==> src/rtl/rtc_tx_pkg.sv <==
package rtc_tx_pkg;

  // Frame phases of the serial transmitter, in transmission order.
  typedef enum logic [2:0] {
    PH_MARK_LO = 3'd0,
    PH_MARK_HI = 3'd1,
    PH_DATA    = 3'd2,
    PH_GAP     = 3'd3,
    PH_RSTB    = 3'd4,
    PH_TAIL    = 3'd5
  } rtc_phase_e;

endpackage

==> src/rtl/rtc_bitclk_div.sv <==
module rtc_bitclk_div #(
  parameter int DIV = 4
) (
  input  logic clk,
  input  logic rst_n,
  input  logic en,
  output logic tick
);

  localparam int PW = (DIV > 1) ? $clog2(DIV) : 1;
  localparam logic [PW-1:0] LAST = PW'(DIV - 1);

  logic [PW-1:0] cnt_q, cnt_d;

  always_comb begin
    if (!en) begin
      cnt_d = '0;
    end else if (cnt_q == LAST) begin
      cnt_d = '0;
    end else begin
      cnt_d = cnt_q + 1'b1;
    end
  end

  always_ff @(posedge clk or negedge rst_n) begin
    if (!rst_n) begin
      cnt_q <= '0;
    end else begin
      cnt_q <= cnt_d;
    end
  end

  assign tick = en && (cnt_q == LAST);

endmodule

==> src/rtl/rtc_frame_seq.sv <==
module rtc_frame_seq
  import rtc_tx_pkg::*;
#(
  parameter int PAY_W      = 22,
  parameter int BIT_SLOTS  = 2,
  parameter int GAP_SLOTS  = 6,
  parameter int RSTB_SLOTS = 2,
  parameter int TAIL_SLOTS = 2
) (
  input  logic       clk,
  input  logic       rst_n,
  input  logic       en,
  input  logic       tick,
  output rtc_phase_e ph,
  output logic       load,
  output logic       shift
);

  localparam int M1   = (BIT_SLOTS > GAP_SLOTS) ? BIT_SLOTS : GAP_SLOTS;
  localparam int M2   = (RSTB_SLOTS > TAIL_SLOTS) ? RSTB_SLOTS : TAIL_SLOTS;
  localparam int MAXS = (M1 > M2) ? M1 : M2;
  localparam int CW   = (MAXS > 1) ? $clog2(MAXS) : 1;
  localparam int BW   = (PAY_W > 1) ? $clog2(PAY_W) : 1;

  rtc_phase_e    ph_q, ph_d;
  logic [CW-1:0] cnt_q, cnt_d;
  logic [BW-1:0] bits_q, bits_d;
  logic          unit_end;

  assign unit_end = (cnt_q == '0);

  always_comb begin
    ph_d   = ph_q;
    cnt_d  = cnt_q;
    bits_d = bits_q;
    if (!en) begin
      ph_d   = PH_TAIL;
      cnt_d  = '0;
      bits_d = '0;
    end else if (tick) begin
      if (!unit_end) begin
        cnt_d = cnt_q - 1'b1;
      end else begin
        unique case (ph_q)
          PH_MARK_LO: begin
            ph_d  = PH_MARK_HI;
            cnt_d = '0;
          end
          PH_MARK_HI: begin
            ph_d   = PH_DATA;
            cnt_d  = CW'(BIT_SLOTS - 1);
            bits_d = BW'(PAY_W - 1);
          end
          PH_DATA: begin
            if (bits_q != '0) begin
              bits_d = bits_q - 1'b1;
              cnt_d  = CW'(BIT_SLOTS - 1);
            end else begin
              ph_d  = PH_GAP;
              cnt_d = CW'(GAP_SLOTS - 1);
            end
          end
          PH_GAP: begin
            ph_d  = PH_RSTB;
            cnt_d = CW'(RSTB_SLOTS - 1);
          end
          PH_RSTB: begin
            ph_d  = PH_TAIL;
            cnt_d = CW'(TAIL_SLOTS - 1);
          end
          default: begin
            ph_d  = PH_MARK_LO;
            cnt_d = '0;
          end
        endcase
      end
    end
  end

  always_ff @(posedge clk or negedge rst_n) begin
    if (!rst_n) begin
      ph_q   <= PH_TAIL;
      cnt_q  <= '0;
      bits_q <= '0;
    end else begin
      ph_q   <= ph_d;
      cnt_q  <= cnt_d;
      bits_q <= bits_d;
    end
  end

  assign ph    = ph_q;
  assign load  = en && tick && (ph_q == PH_TAIL) && unit_end;
  assign shift = en && tick && (ph_q == PH_DATA) && unit_end && (bits_q != '0);

endmodule

==> src/rtl/rtc_word_shift.sv <==
module rtc_word_shift #(
  parameter int PAY_W = 22
) (
  input  logic             clk,
  input  logic             rst_n,
  input  logic             load,
  input  logic             shift,
  input  logic [PAY_W-1:0] payload,
  output logic             msb
);

  logic [PAY_W-1:0] sh_q, sh_d;

  always_comb begin
    if (load) begin
      sh_d = payload;
    end else if (shift) begin
      sh_d = {sh_q[PAY_W-2:0], 1'b0};
    end else begin
      sh_d = sh_q;
    end
  end

  always_ff @(posedge clk or negedge rst_n) begin
    if (!rst_n) begin
      sh_q <= '0;
    end else begin
      sh_q <= sh_d;
    end
  end

  assign msb = sh_q[PAY_W-1];

endmodule

==> src/rtl/rtc_freq_tx.sv <==
module rtc_freq_tx
  import rtc_tx_pkg::*;
#(
  parameter int PAY_W      = 22,
  parameter int DIV        = 4,
  parameter int BIT_SLOTS  = 2,
  parameter int GAP_SLOTS  = 6,
  parameter int RSTB_SLOTS = 2,
  parameter int TAIL_SLOTS = 2
) (
  input  logic             clk,
  input  logic             rst_n,
  input  logic [PAY_W-1:1] freq_msbs,
  input  logic             lsb_force,
  input  logic             enc_rst_req,
  input  logic             ser_mode,
  input  logic             glco_in,
  output logic             ser_o,
  output logic             pin_o
);

  localparam int FRAME = 2 + PAY_W * BIT_SLOTS + GAP_SLOTS + RSTB_SLOTS + TAIL_SLOTS;

  logic             tick;
  logic             load;
  logic             shift;
  logic             data_bit;
  rtc_phase_e       ph;
  logic [PAY_W-1:0] payload;
  logic             rstb_q, rstb_d;
  logic             line_c;
  logic             ser_q, ser_d;

  assign payload = {freq_msbs, lsb_force};

  rtc_bitclk_div #(
    .DIV (DIV)
  ) u_div (
    .clk   (clk),
    .rst_n (rst_n),
    .en    (ser_mode),
    .tick  (tick)
  );

  rtc_frame_seq #(
    .PAY_W      (PAY_W),
    .BIT_SLOTS  (BIT_SLOTS),
    .GAP_SLOTS  (GAP_SLOTS),
    .RSTB_SLOTS (RSTB_SLOTS),
    .TAIL_SLOTS (TAIL_SLOTS)
  ) u_seq (
    .clk   (clk),
    .rst_n (rst_n),
    .en    (ser_mode),
    .tick  (tick),
    .ph    (ph),
    .load  (load),
    .shift (shift)
  );

  rtc_word_shift #(
    .PAY_W (PAY_W)
  ) u_shift (
    .clk     (clk),
    .rst_n   (rst_n),
    .load    (load),
    .shift   (shift),
    .payload (payload),
    .msb     (data_bit)
  );

  // Reset-bit level captured with the word; active low toward the encoder.
  assign rstb_d = load ? ~enc_rst_req : rstb_q;

  always_comb begin
    unique case (ph)
      PH_MARK_LO: line_c = 1'b0;
      PH_MARK_HI: line_c = 1'b1;
      PH_DATA:    line_c = data_bit;
      PH_RSTB:    line_c = rstb_q;
      default:    line_c = 1'b1;
    endcase
  end

  assign ser_d = ser_mode ? line_c : 1'b1;

  always_ff @(posedge clk or negedge rst_n) begin
    if (!rst_n) begin
      rstb_q <= 1'b1;
      ser_q  <= 1'b1;
    end else begin
      rstb_q <= rstb_d;
      ser_q  <= ser_d;
    end
  end

  assign ser_o = ser_q;
  assign pin_o = ser_mode ? ser_q : glco_in;

endmodule

==> config.mk <==
export PLATFORM = sky130hd
export DESIGN_NAME = rtc_freq_tx
export DESIGN_NICKNAME = d
export VERILOG_FILES = /design/src/rtl/rtc_tx_pkg.sv /design/src/rtl/rtc_bitclk_div.sv /design/src/rtl/rtc_frame_seq.sv /design/src/rtl/rtc_word_shift.sv /design/src/rtl/rtc_freq_tx.sv
export SDC_FILE = /design/constraint.sdc
export NUM_CORES = 1
export LEC_CHECK = 0
export BUFFER_PORTS_ARGS = -buffer_cell sky130_fd_sc_hd__clkbuf_2
export CORE_UTILIZATION = 50
export DETAILED_ROUTE_END_ITERATION = 16
export PLACE_DENSITY = 0.76
export SLEW_MARGIN = 0
export SYNTH_ARGS = -nofsm -noshare
export SYNTH_HDL_FRONTEND = slang
export SYNTH_SLANG_ARGS = --single-unit
==> constraint.sdc <==
create_clock -name clk -period 2.4 [get_ports clk]
set_input_delay 0.48 -clock clk [delete_from_list [all_inputs] [get_ports clk]]
set_output_delay 0.48 -clock clk [all_outputs]
set_load 0.03 [all_outputs]
==> Word level (Yosys, flattened, before mapping) <==
Index checks and enable logic that the tools add are counted.
W data, S select, Z words.
{ "totals": {"register_bits": 37, "input_bits": 27, "output_inout_bits": 2, "word_cells": 58} }
{ "op_classes": {"addsub": 3, "n_eq_ne": 11, "muxes": 22, "bitwise": 1, "reduce_logical": 14} }
{ "ops": {"columns": ["op", "count"], "rows": [
  ["$mux W22", 2],
  ["$mux W3", 8],
  ["$mux W5", 4],
  ["$pmux W3 S5", 1],
  ["$pmux W5 S2", 1],
  ["$logic_and A1 B1 Y1", 7],
  ["$eq A3 B2 Y1 const B", 2],
  ["$eq A3 B3 Y1 const B", 2],
  ["$logic_not A3 Y1", 2],
  ["$ne A3 B3 Y1 const B", 2],
  ["$pmux W3 S2", 1],
  ["$reduce_bool A5 Y1", 1],
  ["$sub A5 B1 Y5 const B", 1],
  ["$mux W2", 2],
  ["$ne A2 B1 Y1 const B", 2],
  ["$reduce_and A4 Y1", 1],
  ["$eq A3 B1 Y1 const B", 1],
  ["$ne A3 B1 Y1 const B", 1],
  ["$pmux W1 S3", 1],
  ["$reduce_and A3 Y1", 1],
  ["$reduce_or A3 Y1", 1],
  ["$sub A3 B1 Y3 const B", 1],
  ["$add A2 B1 Y2 const B", 1],
  ["$eq A2 B2 Y1 const B", 1],
  ["3 further kinds", 4]
]} }

==> Longest topological paths before layout <==
{ "logic_depth": {"ltp_word": 8, "depth_mapped": 8, "mapped_depth_nobuf": 6} }

==> By module <==
From an unflattened synthesis, not the netlist that was laid out.
{ "unflattened": {"hier_cells": 184, "area_unflattened_um2": 1899.3} }
{ "modules_own_cells": {"columns": ["mod", "instances", "cells_each", "area_each_um2", "seq_area_each_um2"], "rows": [
  ["rtc_word_shift", 1, 96, 1039.7, 550.5],
  ["rtc_frame_seq", 1, 73, 669.4, 277.8],
  ["rtc_freq_tx", 1, 9, 101.3, 52.6],
  ["rtc_bitclk_div", 1, 6, 88.8, 50.0]
]} }

==> Least setup slack after synthesis <==
No wires, ideal clock.
{ "synth_path": {"kind": "reg2reg", "start": "register u_seq.bits_q[0]", "end": "register u_shift.sh_q[16]", "setup_time_ns": 0.137, "t_arrival_ns": 1.803, "required_time_ns": 2.263, "setup_slack_ns": 0.460, "stages_incl_launch_ff": 9, "n_path_buf": 2, "period_less_slack_ns": 1.940, "cell_sequence": "dfrtp_1 -> inv_1 -> ha_1 -> or4b_4 -> buf_6 -> nand4_4 -> buf_8 -> mux2i_1 -> a21oi_1"} }
{ "synth_via": {"elab_chain_len": 3} }
{ "synth_lines": {"columns": ["element", "line_no", "text"], "rows": [
  ["from (decl)", "rtc_frame_seq.sv:27", "logic [BW-1:0] bits_q, bits_d;"],
  ["from (signal assigned)", "rtc_frame_seq.sv:88", "bits_q <= bits_d;"],
  ["$reduce_bool A5 Y1", "rtc_frame_seq.sv:94", "assign shift = en && tick && (ph_q == PH_DATA) && unit_end && (bits_q != '0);"],
  ["$logic_and A1 B1 Y1", "rtc_frame_seq.sv:94", null],
  ["$reduce_bool A2 Y1 (no source line)", null, null],
  ["to (signal assigned)", "rtc_word_shift.sv:26", "sh_q <= '0;"],
  ["to (signal assigned)", "rtc_word_shift.sv:28", "sh_q <= sh_d;"],
  ["to (decl)", "rtc_word_shift.sv:12", "logic [PAY_W-1:0] sh_q, sh_d;"]
]} }
No other way between the ends.
A chain may end at the register's enable or synchronous reset.

==> Worst setup path after layout <==
{ "layout_path": {"start": "register u_seq.bits_q[0]", "end": "register u_shift.sh_q[17]"} }
The elaborated chain is that of the path after synthesis.

==> impl_metrics.yaml <==
timing:
  fin_tns_setup_ns: 0
  fin_worst_skew_ns: 0.00434
  grt_setup_unrepaired: "no"
  setup_violations: 0
  max_freq_mhz: 440
  worst_pin_slew_ns: 0.898
  period_minus_slack_ns: 2.27
  report.final.slew_viol_count: 0
  hold_viol: 0
  slew_headroom: 0.401
  final.period_utilization: 0.947
global_route:
  grt_start_max_net_pins: 47
  overflow: 0
  grtUsageTotal: 0.189
  grt_first_pass_wirelength_um: 5980
  grt_pass1_vias: 1326
  antenna_found_initial: 0
power_and_ir_drop:
  power_leakage_nw: 1.10
  vdd_ir_drop_max_mv: 0.466
  power_density_nw_per_um2: 843
floorplanning:
  rows: 22
  die_y_um: 64.4
  floorplan.die_area_um2: 4150
  initial_cell_density_of_the_core: 0.528
  horizontal_die_dimension_um: 64.4
  ios: 29
  coreArea_um2: 3690
synthesis:
  async_flop_share: 1.00
  avgSynthCellArea_um2: 10.5
  ys_warn_count: 0
  synth_cell_type_count: 45
  syn-num-nets: 214
  netlist_instances: 185
  synth_flop_cell: "dfrtp_1"
  synth-edff-count: 0
  synth-seq-cells: 37
  syn-cell-area_um2: 1950
  ys_seq_area_frac: 0.478
worst_hold_path:
  hold_path.class: "primary input to async pin"
setup_path:
  crit-reg2reg-capture: "u_shift.sh_q[17]$_DFFE_PN0P_"
  critical_path_required_ns: 2.55
  path_max_fanout: 24
  worst_setup_path_start_kind: "register"
  worst_r2r_startpoint: "u_seq.bits_q[0]$_DFFE_PN0P_"
  critical_path.endpoint_type: "register"
  critPathKind: "register to register"
  worst-endpoint-arrival_ns: 2.42
  r2r_cells: 7
  ff2ff_setup_slack_ns: 0.13
finish:
  areaGrowthSynthToFinish_pct: 10.8
  layout-drive-gt1-share: 0.241
  n_antenna_cell: 0
  fin_util: 0.585
  fillerInstances: 332
  fin_nets: 240
placement:
  io_buffer_count: 28
  place.detailed.hpwl_um: 2260
  globalplace.congestion: 0.808
detailed_routing:
  drt_pre_antenna_iters: 4
  totalWireLength_um: 3410
  postRouteAntennaNets: 0
  detail_route.iter0.violations: 57
  viasPerCell: 5.42
  routed_wire_length_per_instance_um: 13.1
  route.detailed.drc: 0
  route.vias.total: 1408
cts:
  cts-buffers-inserted: 5
  cts-root-buf: "clkbuf_8"
  cts_max_path_buffers: 2
  h-tree-depth: 2
  cts_num_sinks: 37
  tritoncts_clock_tree: "built"
  worstSkewPairLatency_ns: 0.29
  post_cts.repair.setup_buffers: 0
  clk_pin_slew_ns: 0.07
  hold_buffers: 0
  cts_resized: 0
outcome:
  run_status: "complete, no violations"
flow_run:
  cap_viol_max_count: 0
## cell type report
type	count	area, um2	area share
Sequential cell	37	931	0.431
Multi-Input combinational cell	131	871	0.403
Timing Repair Buffer	31	163	0.0753
Clock buffer	7	86.3	0.0400
Tap cell	48	60.1	0.0278
Clock inverter	1	30.0	0.0139
Inverter	5	18.8	0.00869
## Yosys cell counts, types with 2 or more instances
cell / number / area [um2]
a21o_1: 2 / 15.0
nor2b_1: 5 / 31.3
o22ai_1: 2 / 12.5
clkbuf_8: 2 / 27.5
clkbuf_1: 6 / 22.5
nor2_1: 28 / 105
a21oi_1: 25 / 125
dfstp_2: 4 / 105
inv_1: 5 / 18.8
dfrtp_1: 33 / 826
mux2i_1: 21 / 210
nand2_1: 6 / 22.5
nand3_1: 3 / 15.0
nand2b_1: 2 / 12.5
nor3b_1: 2 / 15.0
o21ai_1: 3 / 15.0
ha_1: 2 / 25.0
o21ai_0: 7 / 35.0
## sequential cells by signal (all words and copies together) (netlist names)
| name | flops |
|---|---|
| ser_o | 1 |
| u_seq.ph | 3 |
| u_div.cnt_q | 2 |
| rstb_q | 1 |
| u_seq.cnt_q | 3 |
| u_seq.bits_q | 5 |
| u_shift.sh_q | 22 |
## cell families (layout without fill, tap and decap cells)
family	after synthesis	in the layout	share of synthesized area
compound gates	49	49	0.146
xor+xnor	1	1	0.00449
fa+ha+maj	2	2	0.0128
buf+inv	17	44	0.0757
flops	37	37	0.478
mux	22	22	0.114
simple gates	57	57	0.169
## routing by layer
| metal | vias to the layer above | wire length, um | global-route usage | part of all wire |
|---|---|---|---|---|
| met5 | - | 0 | 0 | 0 |
| met4 | 0 | 60 | 0.0750 | 0.018 |
| met3 | 8 | 109 | 0.0370 | 0.032 |
| met2 | 30 | 1620 | 0.292 | 0.47 |
| met1 | 662 | 1620 | 0.263 | 0.48 |
| li1 | 708 | - | - | - |
## per-stage QoR
step	hold slack, ns	cells	instance area, um2	worst slack, ns	total power (W)
floorplan	0.184	185	1950	0.460	0.00120
global placement	0.426	252	2040	0.273	0.00127
detailed placement	0.434	252	2040	0.221	0.00129
CTS	0.323	260	2160	0.136	0.00184
global route	0.336	260	2160	0.0140	0.00194
finish	0.314	260	2160	0.128	0.00182
## power by group
group | internal (W) | total [W] | switching [W]
combinational | 0.000180 | 0.000323 | 0.000143
sequential | 0.000835 | 0.000951 | 0.000116
clock | 0.000339 | 0.000547 | 0.000208
## critical path, cell delays in order (launching register included)
cell     delay [ns]
dfrtp_1        0.43
inv_1          0.11
ha_1           0.24
or4b_4         0.55
nand4_4        0.12
buf_4          0.34
mux2i_1        0.25
a21oi_1        0.08
## worst max-delay path by stage
stage | startpoint | endpoint | slack, ns | cells after the start
after floorplan | u_seq.bits_q[0]$_DFFE_PN0P_ | u_shift.sh_q[16]$_DFFE_PN0P_ | 0.46 | 8
after global placement | u_seq.bits_q[0]$_DFFE_PN0P_ | u_shift.sh_q[14]$_DFFE_PN0P_ | 0.27 | 7
after detailed placement | u_seq.bits_q[0]$_DFFE_PN0P_ | u_shift.sh_q[20]$_DFFE_PN0P_ | 0.22 | 7
after CTS | u_seq.bits_q[0]$_DFFE_PN0P_ | u_shift.sh_q[17]$_DFFE_PN0P_ | 0.14 | 7
after global routing | u_seq.bits_q[0]$_DFFE_PN0P_ | u_shift.sh_q[15]$_DFFE_PN0P_ | 0.01 | 7
final | u_seq.bits_q[0]$_DFFE_PN0P_ | u_shift.sh_q[17]$_DFFE_PN0P_ | 0.13 | 7
## layout by cell type, fill, tap and decap left out, types with 3 or more instances in the layout
cell type	synthesis	routed
a21oi_1	25	25
nor2_1	28	28
buf_4	0	3
o21ai_1	3	3
nand2_1	6	6
clkbuf_8	2	6
clkbuf_2	0	28
o21ai_0	7	7
dfrtp_1	33	33
mux2i_1	21	21
nor2b_1	5	5
nand3_1	3	3
inv_1	5	5
dfstp_2	4	4
(Power assumes the default switching activity.)
